$ cat config.mk
export PLATFORM = sky130hd
export DESIGN_NAME = bscan_chain
export DESIGN_NICKNAME = d
export VERILOG_FILES = /design/src/rtl/bscan_pkg.sv /design/src/rtl/bscan_ctrl.sv /design/src/rtl/bscan_path.sv /design/src/rtl/bscan_chain.sv
export SDC_FILE = /design/constraint.sdc
export NUM_CORES = 1
export LEC_CHECK = 0
export CAP_MARGIN = 10
export CORE_MARGIN = 5
export CORE_UTILIZATION = 40
export CTS_BUF_LIST = sky130_fd_sc_hd__clkbuf_4 sky130_fd_sc_hd__clkbuf_8
export CTS_CLUSTER_SIZE = 16
export DETAILED_ROUTE_END_ITERATION = 7
export PLACE_DENSITY = 0.79
export REMOVE_ABC_BUFFERS = 1
export SETUP_SLACK_MARGIN = 0.1
export SKIP_CTS_REPAIR_TIMING = 1
export SYNTH_ARGS = -nofsm -noshare
export SYNTH_HDL_FRONTEND = slang
export SYNTH_SLANG_ARGS = --single-unit
$ cat constraint.sdc
create_clock -name tck -period 1.11 [get_ports tck]
set_input_delay 0.333 -clock tck [delete_from_list [all_inputs] [get_ports tck]]
set_output_delay 0.333 -clock tck [all_outputs]
set_load 0.005 [all_outputs]
$ cat src/rtl/bscan_pkg.sv
package bscan_pkg;
  typedef struct packed {
    logic capture;
    logic shift;
    logic update;
  } scanCtl_t;
endpackage

$ cat src/rtl/bscan_ctrl.sv
module bscan_ctrl
  import bscan_pkg::*;
(
  input  logic     captureEn,
  input  logic     shiftEn,
  input  logic     updateEn,
  output scanCtl_t ctl
);
  // Capture wins over shift; update is independent of both.
  always_comb begin
    ctl.capture = captureEn;
    ctl.shift   = shiftEn && !captureEn;
    ctl.update  = updateEn;
  end
endmodule

$ cat src/rtl/bscan_path.sv
module bscan_path
  import bscan_pkg::*;
#(
  parameter int N_IN  = 4,
  parameter int M_OUT = 4
) (
  input  logic             tck,
  input  logic             trstN,
  input  logic             tdi,
  input  scanCtl_t         ctl,
  input  logic             testMode,
  input  logic [N_IN-1:0]  pinIn,
  input  logic [M_OUT-1:0] coreOut,
  output logic [N_IN-1:0]  coreIn,
  output logic [M_OUT-1:0] pinOut,
  output logic             tdo
);
  localparam int CHAIN = N_IN + M_OUT;

  logic [CHAIN-1:0] capQ;
  logic [CHAIN-1:0] updQ;
  logic [CHAIN-1:0] captureVec;
  logic             tdoQ;

  // Input cells sit at the low positions, output cells above them.
  assign captureVec = {coreOut, pinIn};

  // Capture/shift rank: rising edge, no reset.
  always_ff @(posedge tck) begin
    if (ctl.capture)
      capQ <= captureVec;
    else if (ctl.shift)
      capQ <= {capQ[CHAIN-2:0], tdi};
  end

  // Update rank: falling edge, async clear.
  always_ff @(negedge tck or negedge trstN) begin
    if (!trstN)
      updQ <= '0;
    else if (ctl.update)
      updQ <= capQ;
  end

  // Serial output retimed to the falling edge.
  always_ff @(negedge tck) begin
    tdoQ <= ctl.shift ? capQ[CHAIN-1] : 1'b0;
  end
  assign tdo = ctl.shift ? tdoQ : 1'b0;

  // Per-cell parallel output multiplexers.
  for (genvar gi = 0; gi < N_IN; gi++) begin : gInCell
    assign coreIn[gi] = testMode ? updQ[gi] : pinIn[gi];
  end
  for (genvar gj = 0; gj < M_OUT; gj++) begin : gOutCell
    assign pinOut[gj] = testMode ? updQ[N_IN+gj] : coreOut[gj];
  end

  a_r2_capture_pins: assert property (@(posedge tck) disable iff (!trstN)
    ctl.capture |=> capQ[N_IN-1:0] == $past(pinIn));

  a_r3_capture_core: assert property (@(posedge tck) disable iff (!trstN)
    ctl.capture |=> capQ[CHAIN-1:N_IN] == $past(coreOut));

  a_r4_shift_entry: assert property (@(posedge tck) disable iff (!trstN)
    ctl.shift |=> capQ[0] == $past(tdi));

  a_r4_shift_move: assert property (@(posedge tck) disable iff (!trstN)
    ctl.shift |=> capQ[CHAIN-1:1] == $past(capQ[CHAIN-2:0]));

  a_r6_update_hold: assert property (@(negedge tck) disable iff (!trstN)
    !ctl.update |=> $stable(updQ));

  a_r8_reset_clear: assert property (@(negedge tck)
    !trstN |-> updQ == '0);
endmodule

$ cat src/rtl/bscan_chain.sv
module bscan_chain
  import bscan_pkg::*;
#(
  parameter int N_IN  = 4,
  parameter int M_OUT = 4
) (
  input  logic             tck,
  input  logic             trstN,
  input  logic             tdi,
  input  logic             captureEn,
  input  logic             shiftEn,
  input  logic             updateEn,
  input  logic             testMode,
  input  logic [N_IN-1:0]  pinIn,
  input  logic [M_OUT-1:0] coreOut,
  output logic [N_IN-1:0]  coreIn,
  output logic [M_OUT-1:0] pinOut,
  output logic             tdo
);
  scanCtl_t ctl;

  bscan_ctrl uCtrl (
    .captureEn (captureEn),
    .shiftEn   (shiftEn),
    .updateEn  (updateEn),
    .ctl       (ctl)
  );

  bscan_path #(.N_IN(N_IN), .M_OUT(M_OUT)) uPath (
    .tck      (tck),
    .trstN    (trstN),
    .tdi      (tdi),
    .ctl      (ctl),
    .testMode (testMode),
    .pinIn    (pinIn),
    .coreOut  (coreOut),
    .coreIn   (coreIn),
    .pinOut   (pinOut),
    .tdo      (tdo)
  );

  a_r9_capture_wins: assert property (@(posedge tck) disable iff (!trstN)
    captureEn |-> tdo == 1'b0);
endmodule

# Word-level counts from Yosys, hierarchy flattened
# Index checks and enable logic that the tools add are counted.
# Widths: inputs -> output; s select.
# word_totals
regBits	17
inputBits	15
output_inout_bits	9
wordCells	17
# op_classes
muxes	11
reduce_logical	3
# ops
op	n
$mux 8	2
$mux 1	9
$reduce_bool 2->1	1
$logic_and 1x1->1	1
$logic_not 1->1	1

# Longest topological paths before layout
# logic_depth
word_depth	4
mapped_depth	2
depth_no_buf	1

# Cells and area by module
# From an unflattened synthesis, not the netlist that was laid out.
# hier_totals
hier_cells	51
hier_area_um2	905.9
# by_module_without_submodules
mod	instances	cells_each	area_each_um2	seq_area_each_um2
bscan_path	1	48	877.1	460.4
bscan_ctrl	1	3	28.8	0.0

==> results.py <==
metrics = {
    "global_routing": {
        "gr-usage-met1_pct": 15.3,
        "grt_max_degree": 10,
        "met2_usage_pct": 20.6,
        "overflow": 0,
        "grt_pass1_vias": 627,
        "antenna_found_initial": 0,
        "grtUsageMet3_pct": 2.76,
        "grt_usage_pct": 12.6,
        "grt-busiest-layer": "met2",
        "grt_pass1_wl_um": 3010,
    },
    "cts": {
        "cts_made_buffers": 3,
        "cts.sinks": 17,
        "clock_path_buffers": 2,
        "root_buffer": "clkbuf_4",
        "clkLatencyLatePin_ns": 0.34,
        "cts_tree": "built",
        "path_clk_slew_ns": 0.07,
        "htreeDepth": 1,
    },
    "placement": {
        "post_dp_cell_area_mm2": 0.00126,
        "place.detailed.hpwl_um": 1370,
        "gp_congestion": 0.715,
        "portBuffers": 23,
        "place_inst": 111,
    },
    "status": {
        "outcome": "finished, violations left",
        "violations": "negative setup slack",
    },
    "sta": {
        "setup_slack_ns": -0.792,
        "fin_skew_ns": 0.0572,
        "finalHoldViolCount": 0,
        "maxSlewHeadroom_pct": 90.2,
        "slew_viol_final": 0,
        "tightest_slew_ns": 0.148,
        "grt_setup_unrepaired": "yes",
        "setup_violations": 18,
    },
    "cells_and_area": {
        "fin_area_mm2": 0.00132,
        "multi_input_area_um2": 389,
        "fillCellCount": 174,
        "layout.nets": 109,
        "final_cells": 121,
        "syn2layout_area_growth_pct": 49.9,
        "num_antenna_cells": 0,
        "fin_util_pct": 61.4,
        "drive_above_1_share_pct": 66.7,
        "seq_area_um2": 460,
    },
    "critical_path": {
        "cp_slowest_cell": "dfrtn_1",
        "crit_start": "uPath.updQ[4]",
        "crit_fanout": 2,
        "critPathLaunchType": "register",
        "crit_chain": "mux2_4 -> clkbuf_2",
        "rr_startpoint": "uPath.capQ[1]",
        "r2r_cells": 1,
        "cp.required_ns": 0.78,
        "crit_path_end": "pinOut[0]",
        "endpoint_kind": "output port",
        "timing_worst_setup_path_type": "register to output port",
        "regToRegSetupSlack_ns": -0.27,
        "rr_endpoint": "uPath.updQ[1]",
        "max_stage_delay_ns": 0.37,
        "cp.arrival_ns": 1.57,
    },
    "drt": {
        "drc": 0,
        "via_count": 547,
        "drt-wirelength-per-cell_um": 15.9,
        "drt_iter0_markers": 8,
        "wl_um": 1930,
        "vias_per_cell": 4.52,
        "firstDrtPassIters": 3,
        "postRouteAntennaNets": 0,
    },
    "synth": {
        "synth_most_common_cell": "mux2_4",
        "synth_area_leader_cell": "mux2_4",
        "syn-cell-area_um2": 881,
        "syn_avg_cell_area_um2": 18.4,
        "ys_types": 9,
        "ys_seq_elements": 17,
        "synth_flop_cell": "edfxtp_1",
        "netlist_top_cells_count": "mux2_4, dfrtn_1, edfxtp_1",
        "ys_seq_area_share_pct": 52.3,
        "synthCells": 48,
        "ys_warn_count": 0,
        "ys_async_sr_fraction_pct": 47.1,
        "synth_edf_count": 8,
        "netlist.area_leader.share_pct": 39.2,
        "synth_area_leaders": "mux2_4, edfxtp_1, dfrtn_1, buf_6, and3b_2",
    },
    "floorplan": {
        "rows": 17,
        "die-area_mm2": 0.00324,
        "initial_core_util_pct": 41.0,
        "top_level_ports": 24,
        "die_w_um": 56.9,
        "die_h_um": 56.9,
        "coreArea_mm2": 0.00215,
    },
    "job": {
        "drv_cap": 0,
    },
    "power": {
        "leakage_nw": 0.686,
        "p_per_area_mw_per_mm2": 1210,
        "vdd_drop_max_mv": 0.864,
        "total_power_mw": 1.60,
    },
    "hold_path": {
        "hold_class": "register to register",
        "min_from": "uPath.updQ[6]",
    },
}
[critical path, delay by kind of cell, from the launching register on]
family                 cells  cell delay, ns
buffers and inverters      1            0.11
multiplexers               1            0.26
flip-flops                 1            0.37
[placed cells by master, fill, tap and decap left out]
cell             instances
buf_6                    3
clkbuf_2                 9
dlymetal6s2s_1           6
dfrtn_1                  8
and3b_2                  2
buf_2                    1
dfxtp_1                  1
inv_1                    1
buf_4                   15
clkdlybuf4s50_1          7
clkbuf_4                 4
or2_4                    1
buf_12                   3
edfxtp_1                 8
mux2_4                  24
[per-stage QoR]
step | setup WS (ns) | hold WS (ns) | TNS [ns]
after floorplan | -0.351 | 0.442 | -4.89
after global placement | -0.957 | 0.453 | -25.88
after detailed placement | -0.965 | 0.463 | -26.23
after CTS | -1.14 | 0.469 | -18.92
after global routing | -0.843 | 0.490 | -9.75
final | -0.792 | 0.474 | -9.12
[sequential cells by signal (all words and copies together), names as in the netlist]
| signal | cells |
|---|---|
| uPath.tdoQ | 1 |
| uPath.updQ | 8 |
| uPath.capQ | 8 |
[how the worst min path moves through the flow]
stage	to	slack, ns	cells past startpoint
finish	uPath.updQ[6]	0.47	1
global route	uPath.capQ[1]	0.49	3
CTS	uPath.updQ[2]	0.47	1
detailed placement	uPath.updQ[5]	0.46	1
global placement	uPath.updQ[5]	0.45	1
floorplan	uPath.updQ[0]	0.44	1
[final cells by class]
class / instances / area share (%)
multi-input combinational: 27 / 29.5
sequential: 17 / 34.9
tap: 28 / 2.65
timing repair buffer: 44 / 30.4
clock inverter: 1 / 0.284
clock buffer: 4 / 2.27
[routing by layer]
metal  wire, µm  vias to the layer above
li1           -                      265
met1        851                      268
met2        991                       12
met3         54                        2
met4         28                        0
met5          0                        -
[power by group]
group          internal (mW)  switching (mW)  total [mW]
registers              0.753          0.0452       0.798
clock network          0.168           0.192       0.361
logic                  0.319           0.124       0.443
[logic make-up (layout without fill, tap and decap cells)]
kind of cell / Yosys count / in the layout / share of synthesized area (%)
muxes: 24 / 24 / 40.5
DFF: 17 / 17 / 52.3
buffers and inverters: 4 / 49 / 4.26
and+or+nand+nor: 3 / 3 / 2.98
Note: power is estimated with default switching activity, not from simulation.
